## config.mk

```make
export PLATFORM = sky130hd
export DESIGN_NAME = rx_lockout_uart
export DESIGN_NICKNAME = d
export VERILOG_FILES = /design/src/rtl/rxl_pkg.sv /design/src/rtl/rxl_sync.sv /design/src/rtl/rxl_frame.sv /design/src/rtl/rxl_fifo.sv /design/src/rtl/rx_lockout_uart.sv
export SDC_FILE = /design/constraint.sdc
export NUM_CORES = 1
export LEC_CHECK = 0
export BUFFER_PORTS_ARGS = -buffer_cell sky130_fd_sc_hd__buf_2
export CELL_PAD_IN_SITES_DETAIL_PLACEMENT = 0
export CELL_PAD_IN_SITES_GLOBAL_PLACEMENT = 2
export CORE_MARGIN = 4
export CORE_UTILIZATION = 44
export DETAILED_ROUTE_END_ITERATION = 16
export PLACE_DENSITY = 0.81
export SKIP_CTS_REPAIR_TIMING = 1
export SYNTH_ARGS = -nofsm -noshare
export SYNTH_HDL_FRONTEND = slang
export SYNTH_SLANG_ARGS = --single-unit
```

## constraint.sdc

```tcl
create_clock -name clk -period 3.5 [get_ports clk]
set_clock_uncertainty 0.15 [all_clocks]
set_input_delay 0.175 -clock clk [delete_from_list [all_inputs] [get_ports clk]]
set_output_delay 0.175 -clock clk [all_outputs]
set_load 0.02 [all_outputs]
```

## src/rtl/rxl_pkg.sv

```systemverilog
package rxl_pkg;

    // Frame engine phases
    typedef enum logic [1:0] {
        FR_IDLE  = 2'd0,
        FR_START = 2'd1,
        FR_DATA  = 2'd2,
        FR_STOP  = 2'd3
    } fr_state_e;

    parameter int unsigned RXL_DATA_W = 8;
    parameter int unsigned RXL_OSR    = 16;
    parameter int unsigned RXL_DEPTH  = 2;
    parameter int unsigned RXL_SYNC   = 2;

endpackage

```

## src/rtl/rxl_sync.sv

```systemverilog
module rxl_sync #(
    parameter int unsigned STAGES = 2
) (
    input  logic clk,
    input  logic rst_n,
    input  logic din,
    output logic dout
);
    logic [STAGES-1:0] chain_d, chain_q;

    always_comb begin
        chain_d = {chain_q[STAGES-2:0], din};
    end

    always_ff @(posedge clk or negedge rst_n) begin
        if (!rst_n) chain_q <= '1;
        else        chain_q <= chain_d;
    end

    assign dout = chain_q[STAGES-1];
endmodule

```

## src/rtl/rxl_frame.sv

```systemverilog
module rxl_frame
    import rxl_pkg::*;
#(
    parameter int unsigned DATA_W = RXL_DATA_W,
    parameter int unsigned OSR    = RXL_OSR
) (
    input  logic              clk,
    input  logic              rst_n,
    input  logic              rx_s,
    input  logic              tick,
    input  logic              halt,
    output logic              done,
    output logic [DATA_W-1:0] data,
    output logic              ferr
);
    localparam int unsigned CNT_W = $clog2(OSR);
    localparam int unsigned IDX_W = $clog2(DATA_W);
    localparam logic [CNT_W-1:0] MID  = CNT_W'(OSR / 2 - 1);
    localparam logic [CNT_W-1:0] LAST = CNT_W'(OSR - 1);
    localparam logic [IDX_W-1:0] TOP  = IDX_W'(DATA_W - 1);

    typedef struct packed {
        fr_state_e         st;
        logic [CNT_W-1:0]  cnt;
        logic [IDX_W-1:0]  idx;
        logic [DATA_W-1:0] sh;
        logic              prev;
        logic              done;
        logic              ferr;
    } fr_regs_t;

    fr_regs_t r_d, r_q;

    always_comb begin
        r_d      = r_q;
        r_d.done = 1'b0;
        if (halt) begin
            r_d.st   = FR_IDLE;
            r_d.cnt  = '0;
            r_d.prev = rx_s;
        end else if (tick) begin
            r_d.prev = rx_s;
            unique case (r_q.st)
                FR_IDLE: begin
                    if (r_q.prev && !rx_s) begin
                        r_d.st  = FR_START;
                        r_d.cnt = '0;
                    end
                end
                FR_START: begin
                    if (r_q.cnt == MID) begin
                        r_d.cnt = '0;
                        r_d.idx = '0;
                        r_d.st  = rx_s ? FR_IDLE : FR_DATA;
                    end else begin
                        r_d.cnt = r_q.cnt + 1'b1;
                    end
                end
                FR_DATA: begin
                    if (r_q.cnt == LAST) begin
                        r_d.cnt = '0;
                        r_d.sh  = {rx_s, r_q.sh[DATA_W-1:1]};
                        if (r_q.idx == TOP) r_d.st  = FR_STOP;
                        else                r_d.idx = r_q.idx + 1'b1;
                    end else begin
                        r_d.cnt = r_q.cnt + 1'b1;
                    end
                end
                FR_STOP: begin
                    if (r_q.cnt == LAST) begin
                        r_d.cnt  = '0;
                        r_d.done = 1'b1;
                        r_d.ferr = !rx_s;
                        r_d.st   = FR_IDLE;
                    end else begin
                        r_d.cnt = r_q.cnt + 1'b1;
                    end
                end
                default: r_d.st = FR_IDLE;
            endcase
        end
    end

    always_ff @(posedge clk or negedge rst_n) begin
        if (!rst_n) begin
            r_q      <= '0;
            r_q.st   <= FR_IDLE;
            r_q.prev <= 1'b1;
        end else begin
            r_q <= r_d;
        end
    end

    assign done = r_q.done;
    assign data = r_q.sh;
    assign ferr = r_q.ferr;
endmodule

```

## src/rtl/rxl_fifo.sv

```systemverilog
module rxl_fifo
    import rxl_pkg::*;
#(
    parameter int unsigned DATA_W = RXL_DATA_W,
    parameter int unsigned DEPTH  = RXL_DEPTH
) (
    input  logic                         clk,
    input  logic                         rst_n,
    input  logic                         push,
    input  logic [DATA_W-1:0]            wdata,
    input  logic                         wferr,
    input  logic                         pop,
    output logic [DATA_W-1:0]            head_data,
    output logic                         head_ferr,
    output logic [$clog2(DEPTH+1)-1:0]   occ,
    output logic                         drop
);
    localparam int unsigned PTR_W = (DEPTH > 1) ? $clog2(DEPTH) : 1;
    localparam int unsigned OCC_W = $clog2(DEPTH + 1);
    localparam logic [OCC_W-1:0] FULL_OCC = OCC_W'(DEPTH);
    localparam logic [PTR_W-1:0] LAST_PTR = PTR_W'(DEPTH - 1);

    typedef struct packed {
        logic              ferr;
        logic [DATA_W-1:0] data;
    } ent_t;

    typedef struct packed {
        ent_t [DEPTH-1:0]  mem;
        logic [PTR_W-1:0]  rd;
        logic [PTR_W-1:0]  wr;
        logic [OCC_W-1:0]  occ;
    } fifo_regs_t;

    fifo_regs_t f_d, f_q;
    logic pop_ok, push_ok;

    function automatic logic [PTR_W-1:0] step(input logic [PTR_W-1:0] p);
        return (p == LAST_PTR) ? '0 : p + 1'b1;
    endfunction

    always_comb begin
        f_d     = f_q;
        pop_ok  = pop && (f_q.occ != '0);
        push_ok = push && ((f_q.occ != FULL_OCC) || pop_ok);
        drop    = push && !push_ok;
        if (push_ok) begin
            f_d.mem[f_q.wr] = '{ferr: wferr, data: wdata};
            f_d.wr          = step(f_q.wr);
        end
        if (pop_ok) begin
            f_d.rd = step(f_q.rd);
        end
        f_d.occ = f_q.occ + OCC_W'(push_ok) - OCC_W'(pop_ok);
    end

    always_ff @(posedge clk or negedge rst_n) begin
        if (!rst_n) f_q <= '0;
        else        f_q <= f_d;
    end

    assign head_data = f_q.mem[f_q.rd].data;
    assign head_ferr = f_q.mem[f_q.rd].ferr;
    assign occ       = f_q.occ;
endmodule

```

## src/rtl/rx_lockout_uart.sv

```systemverilog
module rx_lockout_uart
    import rxl_pkg::*;
#(
    parameter int unsigned DATA_W = RXL_DATA_W,
    parameter int unsigned OSR    = RXL_OSR,
    parameter int unsigned DEPTH  = RXL_DEPTH,
    parameter int unsigned SYNC   = RXL_SYNC
) (
    input  logic              clk,
    input  logic              rst_n,
    input  logic              rx_line,
    input  logic              os_tick,
    input  logic              rd_pop,
    input  logic              ovr_clear,
    output logic              data_avail,
    output logic [DATA_W-1:0] head_data,
    output logic              head_ferr,
    output logic              ovr_flag
);
    localparam int unsigned OCC_W = $clog2(DEPTH + 1);

    logic              rx_s;
    logic              frame_done;
    logic [DATA_W-1:0] frame_data;
    logic              frame_ferr;
    logic              fifo_drop;
    logic [OCC_W-1:0]  fifo_occ;
    logic              ovr_d, ovr_q;

    rxl_sync #(.STAGES(SYNC)) u_sync (
        .clk  (clk),
        .rst_n(rst_n),
        .din  (rx_line),
        .dout (rx_s)
    );

    rxl_frame #(.DATA_W(DATA_W), .OSR(OSR)) u_frame (
        .clk  (clk),
        .rst_n(rst_n),
        .rx_s (rx_s),
        .tick (os_tick),
        .halt (ovr_q | ovr_clear),
        .done (frame_done),
        .data (frame_data),
        .ferr (frame_ferr)
    );

    rxl_fifo #(.DATA_W(DATA_W), .DEPTH(DEPTH)) u_fifo (
        .clk      (clk),
        .rst_n    (rst_n),
        .push     (frame_done && !ovr_q),
        .wdata    (frame_data),
        .wferr    (frame_ferr),
        .pop      (rd_pop),
        .head_data(head_data),
        .head_ferr(head_ferr),
        .occ      (fifo_occ),
        .drop     (fifo_drop)
    );

    always_comb begin
        ovr_d = ovr_q;
        if (ovr_clear)      ovr_d = 1'b0;
        else if (fifo_drop) ovr_d = 1'b1;
    end

    always_ff @(posedge clk or negedge rst_n) begin
        if (!rst_n) ovr_q <= 1'b0;
        else        ovr_q <= ovr_d;
    end

    assign ovr_flag   = ovr_q;
    assign data_avail = (fifo_occ != '0);
endmodule

```

==> impl_metrics.tcl <==
set metrics [dict create \
    layout.nets 190 \
    synth_async_sr_flop_share_pct 100 \
    num_antenna_cells 0 \
    tns_ns 0 \
    floorplan.die.height_um 77.2 \
    min_period_ns 2.04 \
    htreeDepth 2 \
    synth_cells 160 \
    core_area_um2 4500 \
    worstMarginPinSlew_ns 0.960 \
    layout_worst_path_cycle_share_pct 58.2 \
    drc 0 \
    grt_pass1_wl_mm 6.04 \
    grt_busiest_layer "met2" \
    worst_path_max_delay_cell "and3_1" \
    grt.overflow.total 0 \
    start_util_pct 46.8 \
    cts-buffers-inserted 5 \
    cts-root-buf "clkbuf_8" \
    clock_latency_ns 0.29 \
    syn_nets 171 \
    crit_arrival_ns 2.07 \
    ys_seq_elements 45 \
    drt_iter0_markers 40 \
    cp_slowest_stage_delay_ns 0.42 \
    drv_cap 0 \
    path_clk_slew_ns 0.08 \
    path_cells "ha_1 > nand4_2 > nor2_1 > and3_1 > mux2_2" \
    use_met2_pct 19.0 \
    ant_nets 0 \
    hold_viol 0 \
    fmax_mhz 491 \
    synth_flop_cell "dfrtp_1" \
    power.density_nw_per_um2 458 \
    grt_use_met1_pct 17.7 \
    cts_max_path_buffers 2 \
    grt_usage_pct 12.8 \
    yosysTopAreaCell "dfrtp_1" \
    avgViaCountPerCell 5.32 \
    synth_top_area_share_pct 49.9 \
    io_pins 17 \
    cts_tree "built" \
    cp_max_fo 8 \
    synth_area_leaders "dfrtp_1 50%, mux2_2 15%, mux2_4 6.4%" \
    globalplace.congestion 0.792 \
    dieArea_um2 5960 \
    status "complete, no violations" \
    ys_types 35 \
    die_w_um 77.2 \
    gr-usage-met3_pct 4.45 \
    yosysSeqAreaShare_pct 53.7 \
    drive_gt1_share_pct 39.1 \
    rsz0062_at_grt "no" \
    slew_violations 0 \
    final_common_cell "dfrtp_1" \
    avgSynthCellArea_um2 13.2 \
    synth_edf_count 0 \
    cts_sinks 45 \
    io_buffer_count 16 \
    area_growth_pct 11.0 \
    grt_max_degree 46 \
    syn-cell-area_um2 2110 \
    via_count 1228 \
    dp_hpwl_mm 2.44 \
    num_rows 24 \
    leakage_nw 1.19 \
    routedWlPerCell_um 15.1 \
    finalSetupViolations 0 \
    final_cell_mix "42 x dfrtp_1, 28 x mux2_2, 16 x buf_2, 10 x nor2_1, 9 x mux2_4" \
    final_area_um2 2340 \
    ir_worst_vdd_uv 280 \
    worst_setup_path_end_kind "register" \
    final_util_pct 51.9 \
    yosysWarnings 0 \
    critPathRequiredTime_ns 3.53 \
    grt_pass1_vias 1250 \
    fill_cells 387 \
    crit_path_start_kind "register" \
    dpl_cell_area_um2 2200 \
    first_pass_iters 4 \
    antenna_found_initial 0 \
    slew_headroom_pct 36.0 \
    path_class "reg2reg" \
    holdCritPathClass "in2reg" \
    totalWireLength_mm 3.48 \
]
==> flip-flops by register name (all words and copies together), names as in the netlist <==
signal	flops
ovr_flag	1
u_fifo.f_q	20
u_fifo.occ	2
u_frame.data	8
u_frame.done	1
u_frame.ferr	1
u_frame.r_q	10
u_sync.chain_q	2
==> cells in the mapped netlist (2+ instances only) <==
| master | n |
|---|---|
| o21ai_0 | 3 |
| nor3_1 | 3 |
| inv_1 | 8 |
| buf_4 | 3 |
| and2_1 | 2 |
| ha_1 | 5 |
| nor3b_4 | 2 |
| o21a_1 | 2 |
| dfstp_2 | 3 |
| dfrtp_1 | 42 |
| xnor2_1 | 3 |
| a31oi_1 | 3 |
| a21oi_1 | 4 |
| and3_1 | 2 |
| nand2_1 | 5 |
| buf_2 | 2 |
| mux2i_1 | 4 |
| or2_2 | 2 |
| nor2_1 | 10 |
| mux2_4 | 9 |
| mux2_2 | 28 |
| xor2_1 | 2 |
==> kinds of logic after synthesis <==
group / Yosys count / share of synthesized area, %
flops: 45 / 53.7
mux: 41 / 23.3
simple gates: 33 / 9.57
compound gates: 16 / 4.75
buf+inv: 15 / 3.68
xor+xnor: 5 / 2.08
fa+ha+maj: 5 / 2.97
==> worst paths after layout <==
path / startpoint / to / slack [ns] / depth (start not counted)
min reg2reg: u_sync.chain_q[0]$_DFF_PN1_ / u_sync.chain_q[1]$_DFF_PN1_ / 0.21 / 0
max in group asynchronous: rst_n / u_frame.r_q[19]$_DFFE_PN0P_ / 2.19 / 2
min in group asynchronous: rst_n / u_frame.r_q[16]$_DFFE_PN0P_ / 0.42 / 2
max: u_frame.r_q[14]$_DFFE_PN0P_ / u_frame.data[1]$_DFFE_PN0P_ / 1.46 / 5
min: os_tick / u_frame.r_q[18]$_DFFE_PN0P_ / 0.09 / 3
max reg2reg: u_frame.r_q[14]$_DFFE_PN0P_ / u_frame.data[1]$_DFFE_PN0P_ / 1.46 / 5
==> cell type report <==
type	count	area (um2)	share of cell area [%]
multi-input combinational	100	898	38.4
clock inverter	2	35.0	1.50
tap	52	65.1	2.78
timing repair buffer	19	110	4.71
inverter	8	30.0	1.28
clock buffer	5	68.8	2.94
sequential	45	1130	48.3
==> report_power, final <==
| group | total, W | leakage [nW] | switching (W) | internal [W] |
|---|---|---|---|---|
| Combinational | 0.000115 | 0.538 | 0.0000535 | 0.0000616 |
| Clock | 0.000369 | 0.0540 | 0.000162 | 0.000207 |
| Sequential | 0.000585 | 0.595 | 0.0000424 | 0.000543 |
==> stage by stage <==
step | setup WS (ns) | hold WS, ns | std cells | power [W]
6_report | 1.46 | 0.0861 | 231 | 0.00107
5_1_grt | 1.30 | 0.0933 | 231 | 0.00113
4_1_cts | 1.43 | -0.185 | 228 | 0.00109
3_5_place_dp | 1.45 | 0.135 | 221 | 0.000711
3_3_place_gp | 1.52 | 0.131 | 221 | 0.000705
2_1_floorplan | 1.54 | -0.271 | 160 | 0.000671
==> metal layers <==
| metal | up-vias | part of all wire (%) |
|---|---|---|
| met1 | 611 | 50 |
| li1 | 592 | - |
| met5 | - | 0 |
| met4 | 0 | 1.4 |
| met2 | 20 | 45 |
| met3 | 5 | 4.2 |
==> worst max-delay path: cells and delay by family, from the launching register on <==
family        cells  cell delay, ns
fa+ha+maj         1            0.26
flops             1            0.39
mux               1            0.38
simple gates      3            0.75
Note: power is estimated with default switching activity, not from simulation.
